## config.mk

```make
export PLATFORM = sky130hd
export DESIGN_NAME = pio_port_ctl
export DESIGN_NICKNAME = d
export VERILOG_FILES = /design/src/rtl/pio_pkg.sv /design/src/rtl/pio_sync.sv /design/src/rtl/pio_regs.sv /design/src/rtl/pio_rd_mux.sv /design/src/rtl/pio_port_ctl.sv
export SDC_FILE = /design/constraint.sdc
export NUM_CORES = 1
export LEC_CHECK = 0
export ABC_CLOCK_PERIOD_IN_PS = 2460
export BUFFER_PORTS_ARGS = -buffer_cell sky130_fd_sc_hd__clkbuf_2
export CORE_ASPECT_RATIO = 0.7
export CORE_MARGIN = 2
export CORE_UTILIZATION = 25
export DETAILED_ROUTE_END_ITERATION = 12
export GPL_TIMING_DRIVEN = 0
export HOLD_SLACK_MARGIN = 0.08
export PLACE_DENSITY_LB_ADDON = 0.2
export SLEW_MARGIN = 5
export SYNTH_ARGS = -nofsm -noshare
export SYNTH_HDL_FRONTEND = slang
export SYNTH_SLANG_ARGS = --single-unit
```

## constraint.sdc

```tcl
create_clock -name clk -period 2.46 [get_ports clk]
set_input_delay 0.246 -clock clk [delete_from_list [all_inputs] [get_ports clk]]
set_output_delay 0.246 -clock clk [all_outputs]
set_load 0.005 [all_outputs]
```

## src/rtl/pio_pkg.sv

```systemverilog
// Package: shared constants and register-select type for the port controller.
// Assumes an eight-bit bus and a two-bit register address.
package pio_pkg;
    localparam int DATA_W = 8;
    localparam int ADDR_W = 2;

    typedef enum logic [ADDR_W-1:0] {
        SEL_PIN  = 2'd0,
        SEL_LAT  = 2'd1,
        SEL_DIR  = 2'd2,
        SEL_NONE = 2'd3
    } pio_sel_e;

    // Bit positions of the pull-up enables in the register bytes.
    localparam int PU_A_BIT = DATA_W - 1;   // in the pin register
    localparam int PU_B_BIT = DATA_W - 1;   // in the latch register
    localparam int PU_C_BIT = DATA_W - 2;   // in the latch register
endpackage

```

## src/rtl/pio_sync.sv

```systemverilog
// Module: pio_sync
// Multi-stage flop synchronizer for a bus of independent asynchronous bits.
// Assumes STAGES >= 1; each bit is synchronized on its own, no coherency.
module pio_sync #(
    parameter int W      = 6,
    parameter int STAGES = 2
) (
    input  logic         clk,
    input  logic         rst_n,
    input  logic [W-1:0] d_async,
    output logic [W-1:0] q_sync
);
    logic [W-1:0] stg [STAGES];

    for (genvar g = 0; g < STAGES; g++) begin : g_stage
        if (g == 0) begin : g_first
            // First stage: capture the raw asynchronous level.
            always_ff @(posedge clk) begin
                if (!rst_n) stg[g] <= '0;
                else        stg[g] <= d_async;
            end
        end else begin : g_next
            // Later stages: pass the previous stage along.
            always_ff @(posedge clk) begin
                if (!rst_n) stg[g] <= '0;
                else        stg[g] <= stg[g-1];
            end
        end
    end

    assign q_sync = stg[STAGES-1];
endmodule

```

## src/rtl/pio_regs.sv

```systemverilog
// Module: pio_regs
// Holds the direction bits, output latch and the three pull-up enables and
// applies bus writes. Assumes wr_en is already qualified by select and write.
module pio_regs
    import pio_pkg::*;
#(
    parameter int PIN_W = 6
) (
    input  logic              clk,
    input  logic              rst_n,
    input  logic              wr_en,
    input  pio_sel_e          wr_sel,
    input  logic [DATA_W-1:0] wr_data,
    output logic [PIN_W-1:0]  dir_q,
    output logic [PIN_W-1:0]  lat_q,
    output logic              pu_a_q,
    output logic              pu_b_q,
    output logic              pu_c_q
);
    // Direction register: all inputs after reset.
    always_ff @(posedge clk) begin
        if (!rst_n)                          dir_q <= '1;
        else if (wr_en && wr_sel == SEL_DIR) dir_q <= wr_data[PIN_W-1:0];
    end

    // Output latch: loaded through either the pin or the latch address.
    always_ff @(posedge clk) begin
        if (!rst_n) begin
            lat_q <= '0;
        end else if (wr_en && (wr_sel == SEL_PIN || wr_sel == SEL_LAT)) begin
            lat_q <= wr_data[PIN_W-1:0];
        end
    end

    // Pull-up enable carried in the top bit of the pin register.
    always_ff @(posedge clk) begin
        if (!rst_n)                          pu_a_q <= 1'b0;
        else if (wr_en && wr_sel == SEL_PIN) pu_a_q <= wr_data[PU_A_BIT];
    end

    // Pull-up enables carried in the top two bits of the latch register.
    always_ff @(posedge clk) begin
        if (!rst_n) begin
            pu_b_q <= 1'b0;
            pu_c_q <= 1'b0;
        end else if (wr_en && wr_sel == SEL_LAT) begin
            pu_b_q <= wr_data[PU_B_BIT];
            pu_c_q <= wr_data[PU_C_BIT];
        end
    end
endmodule

```

## src/rtl/pio_rd_mux.sv

```systemverilog
// Module: pio_rd_mux
// Builds the read byte for the selected register; masks analog pins on the
// pin-level read. Assumes PIN_W <= DATA_W-2 so the pull-up bits are free.
module pio_rd_mux
    import pio_pkg::*;
#(
    parameter int PIN_W = 6
) (
    input  pio_sel_e          rd_sel,
    input  logic [PIN_W-1:0]  pins_sync,
    input  logic [PIN_W-1:0]  ana_mask,
    input  logic [PIN_W-1:0]  dir_q,
    input  logic [PIN_W-1:0]  lat_q,
    input  logic              pu_a_q,
    input  logic              pu_b_q,
    input  logic              pu_c_q,
    output logic [DATA_W-1:0] rd_data
);
    // Select and assemble the byte; unimplemented bits read as zero.
    always_comb begin
        rd_data = '0;
        unique case (rd_sel)
            SEL_PIN: begin
                rd_data[PIN_W-1:0] = pins_sync & ~ana_mask;
                rd_data[PU_A_BIT]  = pu_a_q;
            end
            SEL_LAT: begin
                rd_data[PIN_W-1:0] = lat_q;
                rd_data[PU_B_BIT]  = pu_b_q;
                rd_data[PU_C_BIT]  = pu_c_q;
            end
            SEL_DIR:  rd_data[PIN_W-1:0] = dir_q;
            default:  rd_data = '0;
        endcase
    end
endmodule

```

## src/rtl/pio_port_ctl.sv

```systemverilog
// Module: pio_port_ctl (top)
// Six-pin register-mapped bidirectional port with analog read masking and
// spare-bit pull-up enables. Assumes pin_in is asynchronous to clk and that
// ana_sel is quasi-static and synchronous to clk.
module pio_port_ctl
    import pio_pkg::*;
#(
    parameter int PIN_W       = 6,
    parameter int SYNC_STAGES = 2
) (
    input  logic              clk,
    input  logic              rst_n,
    input  logic              bus_sel,
    input  logic              bus_wr,
    input  logic [ADDR_W-1:0] bus_addr,
    input  logic [DATA_W-1:0] bus_wdata,
    output logic [DATA_W-1:0] bus_rdata,
    input  logic [PIN_W-1:0]  ana_sel,
    input  logic [PIN_W-1:0]  pin_in,
    output logic [PIN_W-1:0]  pin_out,
    output logic [PIN_W-1:0]  pin_oe,
    output logic              pu_en_a,
    output logic              pu_en_b,
    output logic              pu_en_c
);
    pio_sel_e         sel;
    logic             wr_en;
    logic [PIN_W-1:0] pins_sync;
    logic [PIN_W-1:0] dir_q;
    logic [PIN_W-1:0] lat_q;
    logic             pu_a_q, pu_b_q, pu_c_q;

    assign sel   = pio_sel_e'(bus_addr);
    assign wr_en = bus_sel && bus_wr;

    pio_sync #(.W(PIN_W), .STAGES(SYNC_STAGES)) u_sync (
        .clk     (clk),
        .rst_n   (rst_n),
        .d_async (pin_in),
        .q_sync  (pins_sync)
    );

    pio_regs #(.PIN_W(PIN_W)) u_regs (
        .clk     (clk),
        .rst_n   (rst_n),
        .wr_en   (wr_en),
        .wr_sel  (sel),
        .wr_data (bus_wdata),
        .dir_q   (dir_q),
        .lat_q   (lat_q),
        .pu_a_q  (pu_a_q),
        .pu_b_q  (pu_b_q),
        .pu_c_q  (pu_c_q)
    );

    pio_rd_mux #(.PIN_W(PIN_W)) u_rd (
        .rd_sel    (sel),
        .pins_sync (pins_sync),
        .ana_mask  (ana_sel),
        .dir_q     (dir_q),
        .lat_q     (lat_q),
        .pu_a_q    (pu_a_q),
        .pu_b_q    (pu_b_q),
        .pu_c_q    (pu_c_q),
        .rd_data   (bus_rdata)
    );

    // Pad drive: the direction bit alone gates the driver, analog or not.
    assign pin_oe  = ~dir_q;
    assign pin_out = lat_q;
    assign pu_en_a = pu_a_q;
    assign pu_en_b = pu_b_q;
    assign pu_en_c = pu_c_q;
endmodule

```

Yosys cells after proc, flatten, opt, wreduce, memory -nomap -nowiden
Memories as Yosys holds them, arrays and structs flattened.
Cells that the tools add are included.
Widths: inputs -> output; s select.
{ "totals": {"out_inout_bits": 23, "regBits": 15, "word_cells": 27, "mem_bits_rw": 12, "mem_count": 1} }
{ "mem_list": {"columns": ["memory", "words", "width", "read_ports", "rd_clocked_by_memory_dff", "write_ports", "line", "source"], "rows": [
  ["u_sync.stg", 2, 6, 2, 0, 2, "pio_sync.sv:13", "logic [W-1:0] stg [STAGES];"]
]} }
{ "op_classes": {"mux": 7, "eq_ne": 2, "reduce_logical": 7, "bitwise": 5} }
{ "ops": {"columns": ["operator", "count"], "rows": [
  ["$pmux 6 s3", 1],
  ["$mux 6", 2],
  ["$not 6->6", 2],
  ["$and 6x6->6", 1],
  ["$logic_and 1x1->1", 5],
  ["$mux 1", 3],
  ["$eq 2x1->1 const B", 1],
  ["$eq 2x2->1 const B", 1],
  ["$logic_not 2->1", 1],
  ["$or 1x1->1", 2],
  ["$pmux 1 s2", 1],
  ["$logic_or 1x1->1", 1]
]} }

Longest topological paths before layout
{ "depth": {"word_depth": 3, "mapped_depth": 4} }

Modules after synthesis
A second synthesis with hierarchy kept.
{ "hier_totals": {"cells_unflattened": 122, "hier_area_um2": 1181.1} }
{ "modules_own_cells": {"columns": ["mod", "cells_each", "instances", "area_each_um2"], "rows": [
  ["pio_regs", 59, 1, 586.8],
  ["pio_sync", 25, 1, 336.6],
  ["pio_rd_mux", 31, 1, 229.0],
  ["pio_port_ctl", 7, 1, 28.8]
]} }

Worst setup path after synthesis
Ideal clock, no wire load.
{ "synth_path": {"path_type": "in2out", "start": "input port bus_addr[1]", "end": "output port bus_rdata[2]", "arrival_ns": 0.924, "cell_stages": 3, "slack_ns": 1.290, "cell_sequence": "buf_6 or4b_1 o211ai_2"} }
{ "synth_between": {"elab_chain_cells": 2, "word_cells_on_any_way": 4} }
{ "synth_lines": {"columns": ["element", "line", "source"], "rows": [
  ["from (decl)", "pio_port_ctl.sv:15", "input logic [ADDR_W-1:0] bus_addr,"],
  ["$eq 2x2->1 (tied with other cells)", "pio_rd_mux.sv:22", "unique case (rd_sel)"],
  ["$pmux 6 s3 (*)", "pio_rd_mux.sv:22", null],
  ["to (decl)", "pio_port_ctl.sv:17", "output logic [DATA_W-1:0] bus_rdata,"]
]} }
Mark *: on every way between the ends. The rest lies on a longest branch, timed or not.

Worst setup path after layout
{ "layout_path": {"start": "input port bus_addr[0]", "end": "output port bus_rdata[5]"} }
The elaborated chain is that of the path after synthesis.

==> impl_metrics.env <==
export IMPL_vias_per_cell=4.204
export IMPL_relSlewSlack_pct=58.81
export IMPL_period_share_pct=66.39
export IMPL_finalSetupTns_ns=0
export IMPL_fin_nets=203
export IMPL_cap_violations=0
export IMPL_grt_overflow=0
export IMPL_syn_to_final_growth_pct=28.98
export IMPL_timing_rr_start="u_regs.pu_c_q"
export IMPL_yosys_area_share_simple_pct=32.84
export IMPL_io_buffers=47
export IMPL_grt_pass1_vias=1018
export IMPL_cts_buffer_depth=2
export IMPL_post_cts_setup_buffers=0
export IMPL_num_vias=1030
export IMPL_p_leak_nw=0.7744
export IMPL_synth_mux_area_share_pct=12.66
export IMPL_place_hpwl_um=2580
export IMPL_layout_drive_gt1_share_pct=35.80
export IMPL_max_freq_ghz=0.6123
export IMPL_grt_pass1_wl_um=4947
export IMPL_synth_distinct_cells=21
export IMPL_avgSynthCellArea_um2=10.12
export IMPL_root_buffer="clkbuf_8"
export IMPL_yosysWarningCount=0
export IMPL_path_max_fanout=9
export IMPL_cp_start_kind="input pin"
export IMPL_synth_net_count=151
export IMPL_synth_fa_ha_area_share_pct=0
export IMPL_row_count=21
export IMPL_synth_area_top_cells="dfxtp_1 43%, mux2i_1 13%, nor2b_1 6.9%"
export IMPL_period_needed_ns=1.633
export IMPL_synth_compound_area_share_pct=4.946
export IMPL_drc=0
export IMPL_n_antenna_cell=0
export IMPL_cellPowerDensity_nw_per_um2=513.9
export IMPL_clk_pin_slew_ns=0.09
export IMPL_synth_top_cell_by_area="dfxtp_1"
export IMPL_end_kind="primary output"
export IMPL_clk_latency_ns=0.27
export IMPL_r2r_cells=2
export IMPL_finalSetupViolations=0
export IMPL_ys_seq_area_share_pct=42.73
export IMPL_cts_resized_gates=0
export IMPL_slew_violations=0
export IMPL_synth_top_area_share_pct=42.73
export IMPL_io_pins=49
export IMPL_synth_area_um2=1265
export IMPL_ff2ff_setup_slack_ns=1.79
export IMPL_totalWireLength_um=3294
export IMPL_cts_hold_buf=0
export IMPL_gp_congestion=0.7294
export IMPL_tritoncts="done"
export IMPL_track_usage_pct=11.72
export IMPL_clkSinkCount=27
export IMPL_ir_drop_v=0.0001852
export IMPL_cts_made_buffers=3
export IMPL_postRouteAntennaNets=0
export IMPL_synth_xor_area_share_pct=0
export IMPL_ys_ff_latch=27
export IMPL_timing_rr_end="u_regs.pu_c_q"
export IMPL_die_w_um=89.02
export IMPL_dp_slack_ns=0.8258
export IMPL_fp_dieH_um=63.52
export IMPL_nFillCells=530
export IMPL_die_area_um2=5654
export IMPL_synthCells=125
export IMPL_cp_required_ns=2.21
export IMPL_synth_top_family_by_area="simple AND/OR/NAND/NOR gates"
export IMPL_status="finished, final reports clean"
export IMPL_drtIter0Drc=47
export IMPL_dr_pass1_iters=4
export IMPL_critPathArrivalTime_ns=1.39
export IMPL_tightestPinTransition_ns=0.6166
export IMPL_setup_ws_ns=0.8267
export IMPL_core_area_um2=4835
export IMPL_worstHoldPathCells=2
export IMPL_initial_core_util_pct=26.16
export IMPL_whs_endpoint="u_sync.stg[0][3]"
export IMPL_rsz0062_at_grt="false"
export IMPL_crit_type="input pin to primary output"
export IMPL_cts_htree_levels=1
export IMPL_hold_violations=0
export IMPL_grt_max_degree=15
export IMPL_min_path_type="input pin to flop"
export IMPL_min_from="pin_in[3]"
export IMPL_fin_skew_ns=0.0005272
export IMPL_drt_wirelength_per_cell_um=13.44
export IMPL_antenna_found_initial=0
-- synth_stat cells --
cell / number
dfxtp_1: 27
nand2_1: 18
mux2i_1: 16
nor2b_1: 14
and2_1: 13
inv_1: 6
a221o_1: 5
and2b_4: 4
clkbuf_1: 4
nor4b_1: 4
buf_6: 3
buf_4: 2
and3b_1: 1
and4b_1: 1
nand3b_1: 1
nand4b_4: 1
nor2_1: 1
nor4b_2: 1
nor4bb_4: 1
o211ai_2: 1
or4b_1: 1
-- where the power goes --
| group | internal [W] | switching [W] |
|---|---|---|
| clock network | 0.000116 | 0.000142 |
| registers | 0.000453 | 0.00000711 |
| logic | 0.0000633 | 0.0000573 |
| total | 0.000632 | 0.000206 |
-- kinds of logic after synthesis --
family,count (synthesis)
buffers and inverters,15
AO/OA/AOI/OAI,6
AND/OR/NAND/NOR,61
flip-flops,27
multiplexers,16
-- worst max-delay path: stages --
cell and delay (ns):
clkbuf_2 0.21, nor2b_1 0.55, a221o_1 0.26, clkbuf_2 0.12
-- layout by cell type, fill, tap and decap left out, types with 2 or more instances in the layout --
cell type,n
dfxtp_1,27
buf_6,3
nand2_1,18
mux2i_1,16
and2_1,13
nor2b_1,14
clkbuf_8,3
clkbuf_2,47
nor4b_1,4
a221o_1,5
inv_1,6
clkbuf_1,5
and2b_4,4
buf_4,2
-- worst max path at each step --
stage	from	end	slack (ns)	cells after the start
after floorplan	bus_addr[1]	bus_rdata[2]	1.29	3
after global placement	bus_addr[0]	bus_rdata[5]	0.88	4
after detailed placement	bus_addr[0]	bus_rdata[4]	0.83	4
after CTS	bus_addr[0]	bus_rdata[4]	0.83	4
after global routing	bus_addr[0]	bus_rdata[5]	0.75	4
final	bus_addr[0]	bus_rdata[5]	0.83	4
-- metal layers --
metal	vias up	global-route usage [%]	share of wire, %
met5	-	0	0
met4	0	2.425	0.82
met3	4	4.325	7.4
met2	36	17.44	41
met1	468	16.22	50
li1	522	-	-
-- flip-flops by register name (all words and copies together), names as in the netlist --
name,cells
u_regs.pu_c_q,1
u_regs.pu_b_q,1
u_regs.dir_q,6
u_regs.lat_q,6
u_sync.stg,12
u_regs.pu_a_q,1
-- stage by stage --
step                 power, W  cell area (um2)  cells  utilization [%]  hold WS, ns
floorplan           0.0005361             1265    125                -       0.3677
global placement    0.0005889             1587    241            32.82       0.4215
detailed placement  0.0005924             1587    241            32.82       0.4254
CTS                 0.0008477             1632    245            33.75       0.1677
global route        0.0008753             1632    245            33.75       0.1643
finish              0.0008384             1632    245            33.75       0.1703
-- layout make-up --
| type | count | area (um2) | share of cell area (%) |
|---|---|---|---|
| plain buffers | 9 | 63.81 | 3.911 |
| clock buffers | 4 | 45.04 | 2.761 |
| inverters | 6 | 22.52 | 1.380 |
| multi-input cells | 83 | 638.1 | 39.11 |
| flip-flops and latches | 27 | 540.5 | 33.13 |
| well taps | 69 | 86.33 | 5.291 |
| repair buffers | 47 | 235.2 | 14.42 |
(Power assumes the default switching activity.)
